$ cat src/rtl/pwm16_pkg.sv
package pwm16_pkg;

   localparam int ADDR_W = 3;

   typedef enum logic [ADDR_W-1:0] {
      A_CNT_LO  = 3'd0,
      A_CNT_HI  = 3'd1,
      A_DUTY_LO = 3'd2,
      A_DUTY_HI = 3'd3,
      A_PER_LO  = 3'd4,
      A_PER_HI  = 3'd5,
      A_CTRL    = 3'd6
   } reg_addr_e;

   localparam int CTRL_W = 5;

   typedef struct packed {
      logic       run;
      logic       invert;
      logic       irq_at_period;
      logic [1:0] tap_sel;
   } ctrl_t;

endpackage

$ cat src/rtl/pwm16_tick_sel.sv
module pwm16_tick_sel #(
   parameter int N_TAPS = 4
) (
   input  logic [N_TAPS-1:0] taps_i,
   input  logic [1:0]        sel_i,
   output logic              tick_o
);
   localparam int SLOTS = 4;

   logic [SLOTS-1:0] slot;

   for (genvar i = 0; i < SLOTS; i++) begin : g_slot
      if (i < N_TAPS) begin : g_tap
         assign slot[i] = taps_i[i];
      end else begin : g_absent
         assign slot[i] = 1'b0;
      end
   end

   assign tick_o = slot[sel_i];
endmodule

$ cat src/rtl/pwm16_regs.sv
module pwm16_regs
   import pwm16_pkg::*;
#(
   parameter int BYTE_W = 8
) (
   input  logic                clk,
   input  logic                rst_n,
   input  logic                wr_en,
   input  logic [ADDR_W-1:0]   wr_addr,
   input  logic [BYTE_W-1:0]   wr_data,
   output logic [2*BYTE_W-1:0] duty_reg,
   output logic [2*BYTE_W-1:0] per_reg,
   output ctrl_t               ctrl,
   output logic                cnt_wr,
   output logic [1:0]          duty_we,
   output logic [1:0]          per_we
);
   localparam int CW = 2 * BYTE_W;

   assign cnt_wr = wr_en && (wr_addr == A_CNT_LO || wr_addr == A_CNT_HI);

   for (genvar h = 0; h < 2; h++) begin : g_lane
      assign duty_we[h] = wr_en && (wr_addr == ADDR_W'(A_DUTY_LO + h));
      assign per_we[h]  = wr_en && (wr_addr == ADDR_W'(A_PER_LO + h));

      always_ff @(posedge clk or negedge rst_n) begin
         if (!rst_n) begin
            duty_reg[h*BYTE_W +: BYTE_W] <= '0;
            per_reg[h*BYTE_W +: BYTE_W]  <= '0;
         end else begin
            if (duty_we[h]) duty_reg[h*BYTE_W +: BYTE_W] <= wr_data;
            if (per_we[h])  per_reg[h*BYTE_W +: BYTE_W]  <= wr_data;
         end
      end
   end

   always_ff @(posedge clk or negedge rst_n) begin
      if (!rst_n) begin
         ctrl <= '0;
      end else if (wr_en && wr_addr == A_CTRL) begin
         ctrl <= ctrl_t'(wr_data[CTRL_W-1:0]);
      end
   end

   logic unused_hi;
   assign unused_hi = ^{wr_data, CW[0]};
endmodule

$ cat src/rtl/pwm16_core.sv
module pwm16_core #(
   parameter int BYTE_W = 8
) (
   input  logic                clk,
   input  logic                rst_n,
   input  logic                tick,
   input  logic                run,
   input  logic                irq_at_period,
   input  logic                cnt_wr,
   input  logic [1:0]          duty_we,
   input  logic [1:0]          per_we,
   input  logic [BYTE_W-1:0]   wdata,
   input  logic [2*BYTE_W-1:0] duty_reg,
   input  logic [2*BYTE_W-1:0] per_reg,
   output logic [2*BYTE_W-1:0] cnt,
   output logic                run_stat,
   output logic                flag,
   output logic                irq
);
   localparam int CW = 2 * BYTE_W;
   localparam logic [CW-1:0] ONE = CW'(1);

   logic [CW-1:0] duty_buf, per_buf;
   logic          per_hit, duty_hit, step;

   assign per_hit  = (cnt == per_buf);
   assign duty_hit = (cnt == duty_buf);
   assign step     = tick && run_stat;

   always_ff @(posedge clk or negedge rst_n) begin
      if (!rst_n) begin
         cnt      <= '0;
         run_stat <= 1'b0;
         flag     <= 1'b1;
         irq      <= 1'b0;
         duty_buf <= '0;
         per_buf  <= '0;
      end else begin
         irq <= 1'b0;
         if (step) begin
            if (per_hit) begin
               cnt      <= '0;
               flag     <= 1'b1;
               duty_buf <= duty_reg;
               per_buf  <= per_reg;
               irq      <= irq_at_period;
            end else begin
               cnt <= cnt + ONE;
               if (duty_hit) flag <= 1'b0;
               irq <= !irq_at_period && duty_hit;
            end
            run_stat <= run;
         end else if (tick && run) begin
            run_stat <= 1'b1;
         end
         if (!run_stat) begin
            for (int h = 0; h < 2; h++) begin
               if (duty_we[h]) duty_buf[h*BYTE_W +: BYTE_W] <= wdata;
               if (per_we[h])  per_buf[h*BYTE_W +: BYTE_W]  <= wdata;
            end
         end
         if (cnt_wr) begin
            cnt  <= '0;
            flag <= 1'b1;
         end
      end
   end

   p_start_no_count_r2: assert property (@(posedge clk) disable iff (!rst_n)
      (tick && run && !run_stat && !cnt_wr) |=> (run_stat && $stable(cnt)));

   p_increment_r3: assert property (@(posedge clk) disable iff (!rst_n)
      (step && !per_hit && !cnt_wr) |=> (cnt == $past(cnt) + ONE));

   p_duty_clear_r4: assert property (@(posedge clk) disable iff (!rst_n)
      (step && duty_hit && !per_hit && !cnt_wr) |=> !flag);

   p_wrap_r5: assert property (@(posedge clk) disable iff (!rst_n)
      (step && per_hit && !cnt_wr) |=> (cnt == '0 && flag));

   p_hold_stopped_r6: assert property (@(posedge clk) disable iff (!rst_n)
      (!run_stat && !cnt_wr) |=> $stable(cnt));

   p_stop_on_edge_r6: assert property (@(posedge clk) disable iff (!rst_n)
      $fell(run_stat) |-> $past(tick));

   p_cnt_write_r8: assert property (@(posedge clk) disable iff (!rst_n)
      cnt_wr |=> (cnt == '0 && flag));

   p_irq_source_r12: assert property (@(posedge clk) disable iff (!rst_n)
      irq |-> $past(step));
endmodule

$ cat src/rtl/pwm16_timer.sv
module pwm16_timer
   import pwm16_pkg::*;
#(
   parameter int BYTE_W = 8,
   parameter int N_TAPS = 4
) (
   input  logic                clk,
   input  logic                rst_n,
   input  logic                wr_en,
   input  logic [ADDR_W-1:0]   wr_addr,
   input  logic [BYTE_W-1:0]   wr_data,
   input  logic [N_TAPS-1:0]   tap_stb,
   output logic [2*BYTE_W-1:0] count_o,
   output logic                running_o,
   output logic                flag_o,
   output logic                pwm_o,
   output logic                irq_o
);
   localparam int CW = 2 * BYTE_W;

   if (BYTE_W < CTRL_W) begin : g_bad_byte
      $error("BYTE_W must hold the control fields");
   end
   if (N_TAPS < 1 || N_TAPS > 4) begin : g_bad_taps
      $error("N_TAPS must be 1 to 4");
   end

   logic [CW-1:0] duty_reg, per_reg;
   ctrl_t         ctrl;
   logic          cnt_wr, tick;
   logic [1:0]    duty_we, per_we;

   pwm16_regs #(.BYTE_W(BYTE_W)) i_regs (
      .clk      (clk),
      .rst_n    (rst_n),
      .wr_en    (wr_en),
      .wr_addr  (wr_addr),
      .wr_data  (wr_data),
      .duty_reg (duty_reg),
      .per_reg  (per_reg),
      .ctrl     (ctrl),
      .cnt_wr   (cnt_wr),
      .duty_we  (duty_we),
      .per_we   (per_we)
   );

   pwm16_tick_sel #(.N_TAPS(N_TAPS)) i_tick (
      .taps_i (tap_stb),
      .sel_i  (ctrl.tap_sel),
      .tick_o (tick)
   );

   pwm16_core #(.BYTE_W(BYTE_W)) i_core (
      .clk           (clk),
      .rst_n         (rst_n),
      .tick          (tick),
      .run           (ctrl.run),
      .irq_at_period (ctrl.irq_at_period),
      .cnt_wr        (cnt_wr),
      .duty_we       (duty_we),
      .per_we        (per_we),
      .wdata         (wr_data),
      .duty_reg      (duty_reg),
      .per_reg       (per_reg),
      .cnt           (count_o),
      .run_stat      (running_o),
      .flag          (flag_o),
      .irq           (irq_o)
   );

   assign pwm_o = flag_o ^ ctrl.invert;

   p_polarity_r13: assert property (@(posedge clk) disable iff (!rst_n)
      (ctrl.invert && $stable(ctrl)) |-> (pwm_o != flag_o));
endmodule

$ cat config.mk
export PLATFORM = sky130hd
export DESIGN_NAME = pwm16_timer
export DESIGN_NICKNAME = d
export VERILOG_FILES = /design/src/rtl/pwm16_pkg.sv /design/src/rtl/pwm16_tick_sel.sv /design/src/rtl/pwm16_regs.sv /design/src/rtl/pwm16_core.sv /design/src/rtl/pwm16_timer.sv
export SDC_FILE = /design/constraint.sdc
export NUM_CORES = 1
export LEC_CHECK = 0
export ABC_AREA = 1
export CAP_MARGIN = 40
export CORE_ASPECT_RATIO = 0.75
export CORE_MARGIN = 4
export CORE_UTILIZATION = 55
export CTS_CLUSTER_DIAMETER = 60
export DETAILED_ROUTE_END_ITERATION = 7
export PLACE_DENSITY = 0.73
export SYNTH_ARGS = -nofsm -noshare
export SYNTH_HDL_FRONTEND = slang
export SYNTH_SLANG_ARGS = --single-unit
$ cat constraint.sdc
create_clock -name clk -period 1.93 [get_ports clk]
set_clock_uncertainty 0.2 [all_clocks]
set_input_delay 0.579 -clock clk [delete_from_list [all_inputs] [get_ports clk]]
set_output_delay 0.579 -clock clk [all_outputs]
set_load 0.1 [all_outputs]
==> results of run 1 <==
synthesized netlist by cell type, types with 2 or more instances:
cell      count
nor2_1       33
nand2_2       3
nand3_1      75
nand2_1     186
mux2_2        4
nor3_2        2
buf_6         3
nand4_1      44
a21oi_1      11
buf_1         8
inv_1        79
xor2_1       16
clkbuf_1     15
o21ai_1      16
dfrtp_1      87
buf_2        13
o21ai_0      27
nor2_4        2
nor3_1        5
buf_4         2
xnor2_1       8
inv_2        14
worst max-delay path: stages (launching register included):
cell and delay (ns):
dfrtp_4 0.57, nand2_2 0.12, nand2_2 0.08, nor2_4 0.17, nand2_2 0.09, nor2_4 0.12, buf_6 0.13, nand3_4 0.13
buf_6 0.17, buf_8 0.14, nand2_4 0.05, nand3_2 0.12, nand2_1 0.16
where the power goes:
part,switching [mW],internal [mW],total [mW],leakage [nW]
combinational,3.28,2.06,5.34,2.53
sequential,0.574,2.46,3.04,1.06
clock,0.805,1.11,1.91,0.156
total,4.66,5.62,10.3,3.74
worst max-delay path by stage:
stage / end / slack (ns) / cells past startpoint
2_1_floorplan: pwm_o / -0.26 / 1
3_3_place_gp: i_core.per_buf[9]$_DFF_PN0_ / -0.37 / 9
3_5_place_dp: i_core.per_buf[9]$_DFF_PN0_ / -0.41 / 9
4_1_cts: pwm_o / -0.23 / 2
5_1_grt: i_core.duty_buf[14]$_DFF_PN0_ / -0.46 / 11
6_report: i_core.duty_buf[14]$_DFF_PN0_ / -0.42 / 12
per-layer routing:
layer / global-route usage [%] / vias up / routed length [um]
met5: 0 / - / 0
met4: 18.1 / 0 / 2240
met3: 11.6 / 251 / 3500
met2: 56.9 / 627 / 9960
met1: 43.5 / 2766 / 7380
li1: - / 2336 / -
per-stage QoR:
step | setup TNS, ns | utilization (%) | power, mW | instance area (sq um)
floorplan | -3.02 | - | 5.09 | 5040
global placement | -22.07 | 70.1 | 6.15 | 6000
CTS | -4.49 | 83.8 | 8.92 | 7180
global route | -13.97 | 90.4 | 10.6 | 7740
finish | -11.46 | 90.4 | 10.3 | 7740
detailed placement | -25.26 | 70.1 | 6.25 | 6000
what timing repair did:
action,4_1_cts,5_1_grt
setup buffers,32,21
pin swaps,40,68
gates resized for setup,121,143
gates cloned,7,2
hold buffers,1,0
hold endpoints to repair,15,0
endpoints found under the setup margin,55,83
final cells by class:
cell class / count / area, sq um / share of cell area [%]
clock buffers: 13 / 270 / 3.49
clock inverters: 3 / 40.0 / 0.517
inverters: 93 / 368 / 4.75
multi-input cells: 437 / 2900 / 37.5
flip-flops and latches: 88 / 2250 / 29.1
well taps: 108 / 135 / 1.75
repair buffers: 143 / 1770 / 22.9
kinds of logic (layout without fill, tap and decap cells):
kind of cell / Yosys count / after routing / synth area share [%]
AND/OR/NAND/NOR: 353 / 354 / 32.8
buffers and inverters: 134 / 252 / 11.2
flip-flops: 88 / 88 / 45.0
AO/OA/AOI/OAI: 54 / 54 / 5.52
XOR/XNOR: 24 / 24 / 4.29
multiplexers: 4 / 4 / 0.920
adder cells (fa/ha/maj): 1 / 1 / 0.256
==> flow_summary_export.csv, run 1 <==
group,metric,value,unit
worst_setup_path,endpoint_kind,"register",
sta,fmax,425,MHz
sta,timing.final.crit_share,122,%
logic_synthesis,yosysWarnings,0,
floorplanning,io_pins,38,
worst_setup_path,reg2reg_to,"i_core.duty_buf[14]$_DFF_PN0_",
floorplanning,die_y,89.7,um
sta,rsz0062_at_grt,"true",
logic_synthesis,ys_top_cells_by_area,"dfrtp_1 44%, nand2_1 14%, nand3_1 7.7%, inv_1 6.1%, nand4_1 5.6%",
logic_synthesis,synth_fp_nets,677,
hold_path,holdCritStartpoint,"i_regs.ctrl[4]$_DFFE_PN0P_",
sta,finalSetupViolCount,68,
logic_synthesis,ys.flop_type,"dfrtp_1",
clock_tree,cts_buffers,9,
clock_tree,ctsRootBufferMaster,"clkbuf_16",
floorplanning,die-area,10500,sq um
logic_synthesis,synthCells,658,
logic_synthesis,synth_edf_count,0,
hold_path,hold-path-endpoint,"i_regs.ctrl[4]$_DFFE_PN0P_",
job,cap_violations,0,
placed_design,io_buffer_count,37,
clock_tree,htreeDepth,3,
cells_and_area,mostFrequentLayoutCells,"116 x nand2_1, 72 x inv_1, 70 x dfrtp_1",
logic_synthesis,ys_types,27,
detailed_routing,drt-vias-per-instance,6.76,
cells_and_area,final_cell_count_no_fill,885,
grt,grt_pass1_vias,5595,
worst_setup_path,path_class,"register to register",
placed_design,pre_cts_slack,-0.411,ns
placed_design,dp_hpwl,9.75,mm
floorplanning,fp.dieW,117,um
logic_synthesis,synth_top_area_share,44.5,%
worst_setup_path,cp.arrival,2.44,ns
worst_setup_path,cp-startpoint,"i_core.cnt[0]$_DFFE_PN0P_",
grt,gr-total-overflow,0,
run_status,violations,"setup timing",
cells_and_area,fin_nets,791,
hold_path,min_path_cells,1,
cells_and_area,drive_gt1_share,42.2,%
logic_synthesis,syn_area_per_cell,7.44,sq um
cells_and_area,insertedDiodeCount,0,
detailed_routing,drc,0,
grt,grt_use_total,35.9,%
cells_and_area,nFillCells,314,
detailed_routing,wl_per_cell,26.1,um
clock_tree,cts_tree,"done",
floorplanning,initial_utilization,57.2,%
hold_path,hold_class,"register to register",
detailed_routing,drt-total-wl,23.1,mm
logic_synthesis,synth.cell_area,4890,sq um
worst_setup_path,critPathLaunchType,"register",
grt,grt_pass1_wl,29.0,mm
logic_synthesis,ys_ff_latch,88,
worst_setup_path,required,2.02,ns
clock_tree,clock_latency,0.37,ns
logic_synthesis,yosysSeqAreaShare,45.0,%
clock_tree,clk_pin_slew_worst_paths,0.08,ns
sta,finalHoldViolations,0,
sta,hold_ws,0.322,ns
worst_setup_path,rrSetupSlack,-0.42,ns
cells_and_area,final_common_cell,"nand2_1",
grt,antenna_found_initial,0,
clock_tree,cts_sinks,88,
floorplanning,rows,29,
logic_synthesis,async_reset_ff_share,100,%
logic_synthesis,yosys.area.top_type,"dfrtp_1",
placed_design,place_inst,818,
run_status,status,"finished, violations left",
power,power_density,1330,nW/um^2
sta,setup_ws,-0.424,ns
power,vdd_ir_drop_max,1.31,mV
worst_setup_path,r2r_start,"i_core.cnt[0]$_DFFE_PN0P_",
sta,slew_violations,0,
detailed_routing,num_vias,5980,
grt,grt_max_degree,60,
detailed_routing,drt_iter0_drc,982,
clock_tree,clock_path_buffers,2,
sta,slew_headroom,61.6,%
worst_setup_path,cp_max_fo,5,
detailed_routing,drt_pre_antenna_iters,6,
detailed_routing,ant_nets,0,
sta,worstMarginPinSlew,0.574,ns
floorplanning,coreArea,8560,sq um
sta,min_period,2.35,ns
power,leakage,3.74,nW
placed_design,gp_congestion,0.861,
cells_and_area,area_growth,58.1,%
worst_setup_path,r2r_cells,12,
No activity file was read; power rests on OpenSTA's default activity.
==> run 2: changes to the inputs <==
- CORE_MARGIN: 4 -> default
- RECOVER_POWER: default -> 50
- clock period: 1.93 -> 2.3 ns (I/O delays scaled with it)
==> flow_summary_export.csv, run 2 (synthesis gave the netlist of run 1 again) <==
group,metric,value,unit
run_status,status,"complete, no violations",
cells_and_area,final_common_cell,"nand2_1",
power,p_comb_share,40.1,%
floorplanning,die_y,83.7,um
clock_tree,cts_tree,"done",
grt,gr-total-overflow,0,
grt,grt_max_degree,38,
detailed_routing,highest_layer,"met4",
power,p_int,3.86,mW
clock_tree,cts_sinks,88,
clock_tree,cts_setup_buffers,0,
hold_path,hold_class,"register to register",
grt,grt_use_total,31.0,%
detailed_routing,num_vias,4498,
detailed_routing,drt_pre_antenna_iters,5,
detailed_routing,ant_nets,0,
clock_tree,holdBufCountCts,0,
cells_and_area,fin_util,70.1,%
sta,hold_ws,0.309,ns
floorplanning,coreArea,8530,sq um
cells_and_area,fin_nets,712,
floorplanning,rows,29,
detailed_routing,met3_length,924,um
sta,fmax,441,MHz
clock_tree,cts_buffers,9,
floorplanning,die-area,9280,sq um
floorplanning,io_pins,38,
power,swShare,41.1,%
placed_design,place_area,5720,sq um
cells_and_area,final_cell_count_no_fill,806,
cells_and_area,area_growth,22.1,%
sta,finalSetupViolCount,0,
floorplanning,initial_utilization,57.4,%
worst_setup_path,endpoint_kind,"output pin",
power,leakage,2.95,nW
clock_tree,ctsRootBufferMaster,"clkbuf_16",
worst_setup_path,path_class,"register to output pin",
placed_design,io_buffer_count,37,
job,cap_violations,0,
worst_setup_path,cp.arrival,1.38,ns
power,pwr-share-seq,37.1,%
placed_design,place_inst,790,
power,finalPower,6.56,mW
worst_setup_path,cp_max_fo,3,
detailed_routing,drt-vias-per-instance,5.58,
detailed_routing,drt-total-wl,13.4,mm
detailed_routing,drc,0,
clock_tree,cts_resized,0,
sta,slew_headroom,20.5,%
clock_tree,htreeDepth,3,
cells_and_area,stdcell_area,5980,sq um
detailed_routing,drt-met1-wl,5.67,mm
power,vdd_ir_drop_max,0.756,mV
grt,grt_pass1_vias,4388,
worst_setup_path,critPathLaunchType,"register",
cells_and_area,nFillCells,676,
cells_and_area,drive_gt1_share,14.3,%
placed_design,pre_cts_slack,-0.161,ns
detailed_routing,dr_wl_met2,6.35,mm
sta,timing.final.crit_share,98.7,%
sta,finalHoldViolations,0,
detailed_routing,drt_iter0_drc,332,
sta,worstMarginPinSlew,1.19,ns
grt,antenna_found_initial,0,
floorplanning,fp.dieW,111,um
sta,min_period,2.27,ns
detailed_routing,wl_per_cell,16.7,um
clock_tree,clk_pin_slew_worst_paths,0.06,ns
sta,setup_ws,0.0309,ns
placed_design,dp_hpwl,9.41,mm
clock_tree,clock_latency,0.35,ns
cells_and_area,mostFrequentLayoutCells,"186 x nand2_1, 79 x inv_1, 77 x dfrtp_1",
worst_setup_path,required,1.41,ns
power,power_density,1100,nW/um^2
clock_tree,clock_path_buffers,2,
worst_setup_path,rrSetupSlack,0.14,ns
cells_and_area,insertedDiodeCount,0,
placed_design,gp_congestion,0.875,
sta,rsz0062_at_grt,"false",
power,clockPowerShare,22.8,%
grt,grt_pass1_wl,22.1,mm
sta,slew_violations,0,
power,switchingPower,2.70,mW
sta,finalSetupTns,0,ns
## run 2: path summary, 6_finish.rpt
check                                                 from  cells after the start                        endpoint
worst max-delay path               i_core.flag$_DFFE_PN1P_                      2                           pwm_o
max in group asynchronous                            rst_n                      2      i_core.cnt[10]$_DFFE_PN0P_
worst min-delay path            i_regs.ctrl[4]$_DFFE_PN0P_                      1      i_regs.ctrl[4]$_DFFE_PN0P_
min in group asynchronous                            rst_n                      1  i_regs.duty_reg[9]$_DFFE_PN0P_
worst min register to register  i_regs.ctrl[4]$_DFFE_PN0P_                      1      i_regs.ctrl[4]$_DFFE_PN0P_
worst max register to register   i_core.cnt[9]$_DFFE_PN0P_                     10     i_core.per_buf[3]$_DFF_PN0_
## run 2: final cells by class
type	count	area, sq um	share of cell area [%]
clock buffer	13	260	4.35
inverter	93	349	5.84
tap	108	135	2.26
clock inverter	3	40.0	0.670
multi-input combinational	436	2160	36.1
timing repair buffer	65	813	13.6
sequential	88	2220	37.1
## run 2: power by group through the flow
stage	clock network, mW	logic [mW]	registers, mW
2_1_floorplan	0	1.49	2.71
3_3_place_gp	0	2.54	2.44
3_5_place_dp	0	2.61	2.45
4_1_cts	1.51	2.65	2.43
5_1_grt	1.56	2.88	2.48
6_report	1.49	2.63	2.43
## run 2: worst max-delay path: stages (launching register included)
cell and delay [ns]:
dfstp_4 0.68, xor2_4 0.16, buf_12 0.19
## run 2: routing by layer
layer	GRT usage [%]	vias to the layer above
li1	-	2171
met1	40.2	2093
met2	50.1	193
met3	6.46	41
met4	14.3	0
met5	0	-
